File: config.mk
export PLATFORM = sky130hd
export DESIGN_NAME = word_ptr_ctr
export DESIGN_NICKNAME = d
export VERILOG_FILES = /design/src/rtl/wptr_pkg.sv /design/src/rtl/wptr_loader.sv /design/src/rtl/wptr_stepper.sv /design/src/rtl/word_ptr_ctr.sv
export SDC_FILE = /design/constraint.sdc
export NUM_CORES = 1
export LEC_CHECK = 0
export BUFFER_PORTS_ARGS = -buffer_cell sky130_fd_sc_hd__buf_2
export CAP_MARGIN = 20
export CORE_MARGIN = 4
export CORE_UTILIZATION = 50
export DETAILED_ROUTE_END_ITERATION = 10
export GPL_ROUTABILITY_DRIVEN = 0
export MAX_ROUTING_LAYER = met4
export PLACE_DENSITY = 0.79
export SETUP_SLACK_MARGIN = 0.4
export SLEW_MARGIN = 10
export SYNTH_ARGS = -nofsm -noshare
export SYNTH_HDL_FRONTEND = slang
export SYNTH_HIERARCHICAL = 1
export SYNTH_SLANG_ARGS = --single-unit
export TNS_END_PERCENT = 5
File: constraint.sdc
create_clock -name clk -period 2 [get_ports clk]
set_clock_uncertainty 0.15 [all_clocks]
set_input_delay 0.3 -clock clk [delete_from_list [all_inputs] [get_ports clk]]
set_output_delay 0.3 -clock clk [all_outputs]
set_load 0.005 [all_outputs]
File: src/rtl/wptr_pkg.sv
package wptr_pkg;
  localparam int PAGE_BITS = 5;

  typedef enum logic [1:0] {
    STEP_NONE  = 2'd0,
    STEP_PAGE  = 2'd1,
    STEP_ARRAY = 2'd2
  } step_kind_e;
endpackage

File: src/rtl/wptr_loader.sv
module wptr_loader #(
  parameter int ADDR_W = 13
) (
  input  logic [ADDR_W-1:0] cur,
  input  logic              ld_hi_en,
  input  logic              ld_lo_en,
  input  logic [7:0]        ld_byte,
  output logic [ADDR_W-1:0] loaded,
  output logic              load_evt,
  output logic              hi_drop
);
  localparam int HI_W = ADDR_W - 8;

  logic [HI_W-1:0] hi_field;

  // One assignment per upper address bit; the bits of the byte beyond the field are not used.
  for (genvar i = 0; i < HI_W; i++) begin : g_hi
    assign hi_field[i] = ld_hi_en ? ld_byte[i] : cur[8+i];
  end

  assign loaded   = {hi_field, (ld_lo_en ? ld_byte : cur[7:0])};
  assign load_evt = ld_hi_en | ld_lo_en;
  // Event: a high-byte load carries bits that will be discarded.
  assign hi_drop  = ld_hi_en && ((ld_byte >> HI_W) != 8'd0);
endmodule

File: src/rtl/wptr_stepper.sv
module wptr_stepper
  import wptr_pkg::*;
#(
  parameter int ADDR_W = 13
) (
  input  logic [ADDR_W-1:0] cur,
  input  logic              inc_wr,
  input  logic              inc_rd,
  output logic [ADDR_W-1:0] stepped,
  output step_kind_e        kind,
  output logic              page_wrap,
  output logic              array_wrap
);
  function automatic logic [ADDR_W-1:0] page_next(input logic [ADDR_W-1:0] a);
    return {a[ADDR_W-1:PAGE_BITS], a[PAGE_BITS-1:0] + PAGE_BITS'(1)};
  endfunction

  function automatic logic [ADDR_W-1:0] array_next(input logic [ADDR_W-1:0] a);
    return a + ADDR_W'(1);
  endfunction

  always_comb begin
    if (inc_wr)      kind = STEP_PAGE;
    else if (inc_rd) kind = STEP_ARRAY;
    else             kind = STEP_NONE;
  end

  always_comb begin
    unique case (kind)
      STEP_PAGE:  stepped = page_next(cur);
      STEP_ARRAY: stepped = array_next(cur);
      default:    stepped = cur;
    endcase
  end

  assign page_wrap  = (kind == STEP_PAGE)  && (&cur[PAGE_BITS-1:0]);
  assign array_wrap = (kind == STEP_ARRAY) && (&cur);
endmodule

File: src/rtl/word_ptr_ctr.sv
module word_ptr_ctr
  import wptr_pkg::*;
#(
  parameter int ADDR_W = 13
) (
  input  logic              clk,
  input  logic              rst_n,
  input  logic              ld_hi_en,
  input  logic              ld_lo_en,
  input  logic [7:0]        ld_byte,
  input  logic              inc_wr,
  input  logic              inc_rd,
  output logic [ADDR_W-1:0] ptr
);
  logic [ADDR_W-1:0] ptr_q;
  logic [ADDR_W-1:0] loaded;
  logic [ADDR_W-1:0] stepped;
  logic              load_evt;
  logic              hi_drop;
  logic              page_wrap;
  logic              array_wrap;
  logic              step_evt;
  step_kind_e        kind;

  wptr_loader #(.ADDR_W(ADDR_W)) u_loader (
    .cur      (ptr_q),
    .ld_hi_en (ld_hi_en),
    .ld_lo_en (ld_lo_en),
    .ld_byte  (ld_byte),
    .loaded   (loaded),
    .load_evt (load_evt),
    .hi_drop  (hi_drop)
  );

  wptr_stepper #(.ADDR_W(ADDR_W)) u_stepper (
    .cur        (ptr_q),
    .inc_wr     (inc_wr),
    .inc_rd     (inc_rd),
    .stepped    (stepped),
    .kind       (kind),
    .page_wrap  (page_wrap),
    .array_wrap (array_wrap)
  );

  assign step_evt = (kind != STEP_NONE) && !load_evt;

  always_ff @(posedge clk or negedge rst_n) begin
    if (!rst_n)        ptr_q <= '0;
    else if (load_evt) ptr_q <= loaded;
    else if (step_evt) ptr_q <= stepped;
  end

  assign ptr = ptr_q;
endmodule

=== Yosys cells after proc, flatten, opt, wreduce, memory -nomap -nowiden ===
Cells that the tools add are included.

* Register bits: 13
* Input port bits: 14
* Output and inout port bits: 13

* Add/sub/neg operators: 2
* Equal/unequal tests: 5
* Multiplexer cells: 11
* Bitwise operators: 1
* Reduce and logical (&&, ||, !) cells: 9

{| class="wikitable"
|+ Operator list
! cell !! count
|-
| 13-bit 2-to-1 mux || 2
|-
| 13-bit case mux with 2 select lines || 1
|-
| 13-bit by 1-bit adder with 13-bit output (second input constant) || 1
|-
| 8-bit 2-to-1 mux || 1
|-
| 4-bit AND reduction || 2
|-
| 2-bit != test (second input constant) || 3
|-
| 2-bit nonzero test || 3
|-
| 5-bit by 1-bit adder with 5-bit output (second input constant) || 1
|-
| 1-bit 2-to-1 mux || 5
|-
| 2-bit 2-to-1 mux || 2
|-
| 3-bit AND reduction || 1
|-
| 3-bit nonzero test || 1
|-
| 2-bit by 1-bit == test with 1-bit output (second input constant) || 1
|-
| 2-bit == test (second input constant) || 1
|-
| 1-bit logical AND || 1
|-
| 1-bit zero test || 1
|-
| 1-bit OR || 1
|}

=== Longest topological paths before layout ===
Gate-level depths: netlist of the first run.

* Depth after elaboration: 6
* Gate-level depth with buffers: 6
* Depth with buffers taken out: 6

=== Cells and area by module ===
The synthesis of the first run kept the hierarchy.

{| class="wikitable"
|+ By module, submodules not included
! module !! instances !! cells an instance !! area an instance (um2) !! sequential area each (um2)
|-
| word_ptr_ctr || 1 || 73 || 715.7 || 325.3
|-
| wptr_stepper || 1 || 41 || 367.9 || 0.0
|-
| wptr_loader || 1 || 17 || 232.7 || 0.0
|}

=== Least setup slack after synthesis of the first run ===
No wires, ideal clock.

* Path kind: reg2reg
* Start point: register ptr_q[0] (netlist: ptr[0])
* End point: register ptr_q[4] (netlist: ptr[4])
* Setup time: 134 ps
* Arrival: 1447 ps
* Path slack: 268 ps
* Cell stages (with the launch flop): 7
* Path buffers: 0
* Clock period less this slack: 1732 ps
* Path through: dfrtp_1 -> ha_1 -> and3_1 -> ha_1 -> mux2_2 -> inv_1 -> o311ai_1

* Longest elaborated chain between the ends: 4

{| class="wikitable"
|+ Ends and longest elaborated chain
! element !! RTL line !! RTL
|-
| from (decl) || word_ptr_ctr.sv:15 || <nowiki>logic [ADDR_W-1:0] ptr_q;</nowiki>
|-
| from (signal assigned) || word_ptr_ctr.sv:49 || <nowiki>else if (load_evt) ptr_q <= loaded;</nowiki>
|-
| from (signal assigned) || word_ptr_ctr.sv:50 || <nowiki>else if (step_evt) ptr_q <= stepped;</nowiki>
|-
| 13-bit by 1-bit adder with 13-bit output or 5-bit by 1-bit adder with 5-bit output (tied branches) || wptr_stepper.sv:19, wptr_stepper.sv:15 ||
|-
| 13-bit case mux with 2 select lines (*) || wptr_stepper.sv:29 || <nowiki>unique case (kind)</nowiki>
|-
| net stepped[4] || word_ptr_ctr.sv:17 || <nowiki>logic [ADDR_W-1:0] stepped;</nowiki>
|-
| 13-bit 2-to-1 mux (*) || word_ptr_ctr.sv:50 ||
|-
| 13-bit 2-to-1 mux (*) || word_ptr_ctr.sv:49 ||
|}

Mark *: on every way through the listed nets, which the timed path passes. The rest lies on a longest branch. The select of a mux whose other input is x is not followed.
A chain may end at the register's enable or synchronous reset.

=== Worst setup path after layout of the first run ===
* Start point: register ptr_q[1] (netlist: ptr[1])
* End point: register ptr_q[4] (netlist: ptr[4])

The elaborated chain is that of the path after synthesis.

==> impl_metrics.py, run 1 <==
metrics = {
    "clock_network": {
        "cts_root_buf": "clkbuf_4",
        "cts_tree": "done",
        "clkSlewWorstSetupHoldPaths_ns": 0.08,
        "numClockSinks": 13,
        "clock_latency_ns": 0.27,
        "cts_buffers": 3,
        "htree_levels": 1,
        "clk_path_buf_depth": 2,
    },
    "timing": {
        "fin_setup_tns_ns": 0,
        "setup_viol": 0,
        "max_slew_margin": 0.5756,
        "timing.fmax_mhz": 580.4,
        "period_needed_ns": 1.723,
        "rsz0062_at_grt": "yes",
        "drv_slew": 0,
        "holdWs_ns": 0.2246,
        "period_share": 0.8615,
        "hold_violations": 0,
        "tightest_slew_ns": 0.6358,
    },
    "setup_path": {
        "path_common_cell": "ha_4",
        "worst-setup-path-type": "reg2reg",
        "critPathMaxStageDelay_ns": 0.45,
        "crit_arrival_ns": 1.74,
        "cp_data_required_time_ns": 2.02,
        "crit_chain": "ha_4 > and3_4 > ha_4 > mux2_4 > inv_2 > o311ai_2",
        "timing.critical_path.to_type": "flop",
        "critPathMaxFanout": 4,
        "cp-start-kind": "flop",
        "worst_path_max_delay_cell": "dfrtp_2",
    },
    "drt": {
        "drt-vias-per-instance": 5.875,
        "drt_iter0_drc": 32,
        "wire_per_inst_um": 16.00,
        "drtPass1Iterations": 4,
        "ant_nets": 0,
        "vias": 1081,
        "drt-total-wl_um": 2944,
        "drc": 0,
    },
    "yosys": {
        "syn-instance-count": 127,
        "yosys_warnings": 6,
        "netlist_area_sq_um": 1294,
        "synth_area_per_cell_sq_um": 10.19,
        "syn_nets": 143,
    },
    "global_route": {
        "grt-ovfl-total": 0,
        "grt_max_degree": 40,
        "grt_antenna_before_repair": 0,
        "grt_pass1_wl_um": 5050,
        "grt_pass1_vias": 1087,
        "gr-usage-all-layers": 0.1947,
    },
    "finish": {
        "stdcell_area_sq_um": 1545,
        "n_antenna_cell": 0,
        "drive_above_1_share": 0.4610,
        "largest_register_ff_count": 13,
        "syn_to_final_growth_pct": 19.44,
        "final_common_cell": "buf_2",
        "utilization": 0.6237,
        "nets": 171,
        "most-common-layout-cells": "buf_2 (26), nand2_1 (14), mux2_4 (14)",
    },
    "power": {
        "power.density_nw_per_um2": 597.2,
        "ir_drop_mv": 0.4735,
        "p_leak_nw": 0.7132,
        "power_uw": 922.8,
    },
    "floorplanning": {
        "die_area_sq_um": 3465,
        "initial_core_util": 0.5222,
        "die_x_um": 58.87,
        "die_height_um": 58.87,
        "ios": 27,
        "rows": 18,
        "core-area_sq_um": 2477,
    },
    "placed_design": {
        "hpwlAfterDp_um": 2146,
        "placed_cell_area_sq_um": 1431,
        "numPortBuffers": 26,
    },
    "job": {
        "maxCapViolCount": 0,
    },
    "min_path": {
        "hp-class": "in2reg",
    },
    "outcome": {
        "status": "finished clean",
    },
}
worst max-delay path, delay by kind of cell, from the launching register on:
family	cells	cell delay, ns
muxes	1	0.13
adders and majority gates	2	0.43
and+or+nand+nor	1	0.18
buffers and inverters	1	0.04
DFF	1	0.45
AOI/OAI and AO/OA	1	0.24
path summary, 6_finish.rpt:
path	startpoint	endpoint	slack [ns]	cells after the start
max	ptr[1]	ptr[4]	0.28	6
min	ld_byte[6]	ptr[6]	0.22	4
max reg2reg	ptr[1]	ptr[4]	0.28	6
min reg2reg	ptr[12]	ptr[12]	0.55	3
max in group asynchronous	rst_n	ptr[0]	1.15	2
min in group asynchronous	rst_n	ptr[12]	0.29	2
through the flow:
stage               setup slack [ns]  instances
finish                        0.2769        184
global route                  0.2010        184
CTS                           0.2652        184
detailed placement           0.05313        177
global placement              0.1857        177
floorplan                     0.3043        127
metal layers:
layer,wire (um),track usage
met1,1307,0.2561
met2,1504,0.3202
met3,122,0.01974
met4,10,0.04854
met5,0,-
layout make-up:
class,count,area (sq um)
fill,221,932.1
multi-input combinational,91,900.9
sequential,13,334.1
timing repair buffer,33,197.7
inverter,13,48.80
tap,30,37.54
clock buffer,4,26.28
report_power, final:
part / internal [mW] / leakage, nW / switching (mW) / total [mW]
logic: 0.205 / 0.548 / 0.159 / 0.363
registers: 0.308 / 0.150 / 0.0881 / 0.396
clock network: 0.0772 / 0.0150 / 0.0860 / 0.163
timing repair:
item                                    in CTS  in global routing
pin swaps                                    2                  3
endpoints found under the hold margin       13                  0
hold buffers                                 1                  0
resized for setup                           13                  6
buffers inserted                             2                  0
endpoints found under the setup margin      11                 13
No activity file was read; power rests on OpenSTA's default activity.
==> run 2: changes to the inputs <==
- CORE_UTILIZATION: 50 -> 48
- CTS_CLUSTER_SIZE: unset -> 10
- PLACE_DENSITY: 0.79 -> 0.82
- SYNTH_HIERARCHICAL: 1 -> unset
==> impl_metrics.py, run 2 <==
metrics = {
    "drt": {
        "wire_per_inst_um": 15.28,
        "drt-total-wl_um": 2261,
        "vias": 875,
        "drt-vias-per-instance": 5.912,
        "drtPass1Iterations": 4,
        "ant_nets": 0,
        "drc": 0,
        "drt_iter0_drc": 18,
    },
    "yosys": {
        "yosysMostFrequentCell": "nand2_1",
        "synth_area_per_cell_sq_um": 8.882,
        "synthTopCellsByCount": "nand2_1 (15), dfrtp_1 (13), a21oi_1 (8), inv_1 (5)",
        "ys.flop_type": "dfrtp_1",
        "ys_top_cells_by_area": "dfrtp_1 (40%), nand2_1 (7.0%), a21oi_1 (5.0%)",
        "synth_edf_count": 0,
        "synth_cell_type_count": 36,
        "syn_nets": 106,
        "syn-instance-count": 91,
        "ys_seq_area_frac": 0.4025,
        "netlist_area_sq_um": 808.3,
        "synth-async-reset-ratio": 1.000,
        "yosys_warnings": 0,
        "synth_seq_cells": 13,
        "synth_top_area_share": 0.4025,
        "synth_top_area_cell": "dfrtp_1",
    },
    "floorplanning": {
        "die_height_um": 49.04,
        "die_area_sq_um": 2404,
        "die_x_um": 49.04,
        "ios": 27,
        "rows": 14,
        "core-area_sq_um": 1541,
        "initial_core_util": 0.5244,
    },
    "job": {
        "maxCapViolCount": 0,
    },
    "timing": {
        "holdWs_ns": 0.07604,
        "timing.fmax_mhz": 614.6,
        "layout_setup_ws_ns": 0.3730,
        "max_slew_margin": 0.8074,
        "fin_setup_tns_ns": 0,
        "period_share": 0.8135,
        "tightest_slew_ns": 0.2890,
        "period_needed_ns": 1.627,
        "hold_violations": 0,
        "setup_viol": 0,
        "rsz0062_at_grt": "yes",
        "drv_slew": 0,
    },
    "finish": {
        "largest_register_ff_count": 13,
        "stdcell_area_sq_um": 1121,
        "final_common_cell": "buf_2",
        "most-common-layout-cells": "buf_2 (26), nand2_1 (14), dfrtp_1 (12)",
        "n_antenna_cell": 0,
        "nets": 148,
        "fillers": 122,
        "drive_above_1_share": 0.4167,
        "syn_to_final_growth_pct": 38.70,
        "layout.cells.non_filler": 148,
    },
    "global_route": {
        "grtUsageMet3": 0.04281,
        "grt_pass1_vias": 821,
        "met1_usage": 0.2708,
        "grtUsageMet2": 0.3283,
        "grt_max_degree": 14,
        "grt_pass1_wl_um": 3884,
        "grt-ovfl-total": 0,
        "gr-usage-all-layers": 0.2120,
        "top_usage_layer": "met2",
        "grt_antenna_before_repair": 0,
    },
    "placed_design": {
        "numPortBuffers": 26,
        "hpwlAfterDp_um": 1624,
        "place_inst": 134,
        "placed_cell_area_sq_um": 978.4,
        "preCtsSetupSlack_ns": 0.2321,
    },
    "power": {
        "ir_drop_mv": 0.5137,
        "p_leak_nw": 0.5062,
        "power.density_nw_per_um2": 629.8,
    },
    "clock_network": {
        "clkSlewWorstSetupHoldPaths_ns": 0.08,
        "cts_root_buf": "clkbuf_4",
        "cts_buffers": 3,
        "cts_tree": "done",
        "htree_levels": 1,
        "clock_latency_ns": 0.28,
        "clk_path_buf_depth": 2,
        "numClockSinks": 13,
    },
    "setup_path": {
        "critPathMaxFanout": 3,
        "rr_worst_depth": 5,
        "worst-setup-path-type": "reg2reg",
        "cp_data_required_time_ns": 2.02,
        "crit_arrival_ns": 1.65,
        "timing.critical_path.to_type": "flop",
        "cp-start-kind": "flop",
    },
    "min_path": {
        "hp-class": "in2reg",
        "min_path_cells": 3,
    },
    "outcome": {
        "status": "finished clean",
    },
}
run 2: power breakdown:
group          internal, mW  switching [mW]  leakage [nW]
sequential            0.292          0.0295         0.153
clock                0.0776          0.0874        0.0150
combinational         0.104           0.116         0.338
total                 0.473           0.233         0.506
run 2: logic make-up (layout without fill, tap and decap cells):
family | after synthesis | count (layout) | synth area share
adder cells (fa/ha/maj) | 1 | 1 | 0.01548
flip-flops | 13 | 13 | 0.4025
buffers and inverters | 7 | 48 | 0.03405
AND/OR/NAND/NOR | 38 | 38 | 0.2771
XOR/XNOR | 6 | 6 | 0.06501
multiplexers | 2 | 2 | 0.02632
AO/OA/AOI/OAI | 24 | 24 | 0.1796
run 2: per-stage QoR:
stage            util  total power, mW
2_1_floorplan       -           0.4199
4_1_cts        0.7159           0.7052
3_3_place_gp   0.6347           0.4975
3_5_place_dp   0.6347           0.5027
5_1_grt        0.7273           0.7571
6_report       0.7273           0.7061
run 2: metal layers:
layer | vias to the layer above | part of all wire
li1 | 412 | -
met1 | 419 | 0.43
met2 | 37 | 0.49
met3 | 7 | 0.068
met4 | 0 | 0.019
met5 | - | 0
run 2: worst max-delay path, cell delays in order, from the launching register on:
cell and delay (ns):
dfrtp_1 0.38, nand4_1 0.21, buf_4 0.21, nor4_2 0.19, xor2_1 0.10, mux2_2 0.27
run 2: repair_timing:
| item | in CTS | in global routing |
|---|---|---|
| hold buffers | 1 | 0 |
| pin swaps | 2 | 2 |
| setup buffers | 8 | 1 |
| endpoints found under the hold margin | 13 | 0 |
| gates resized for setup | 5 | 3 |
| endpoints found under the setup margin | 4 | 5 |
run 2: worst paths after layout:
check	from	endpoint	slack, ns
setup / recovery	ptr[9]	ptr[11]	0.37
hold / removal	ld_byte[7]	ptr[7]	0.08
setup reg to reg	ptr[9]	ptr[11]	0.37
hold reg to reg	ptr[2]	ptr[2]	0.47
max in group asynchronous	rst_n	ptr[3]	1.17
min in group asynchronous	rst_n	ptr[6]	0.28
run 2: cell type report:
class                      count  area, sq um  area share
tap                           16        20.02     0.01786
timing repair buffer          39        234.0      0.2087
inverter                       5        18.77     0.01674
multi-input combinational     71        495.5      0.4420
clock buffer                   4        26.28     0.02344
sequential                    13        326.6      0.2913
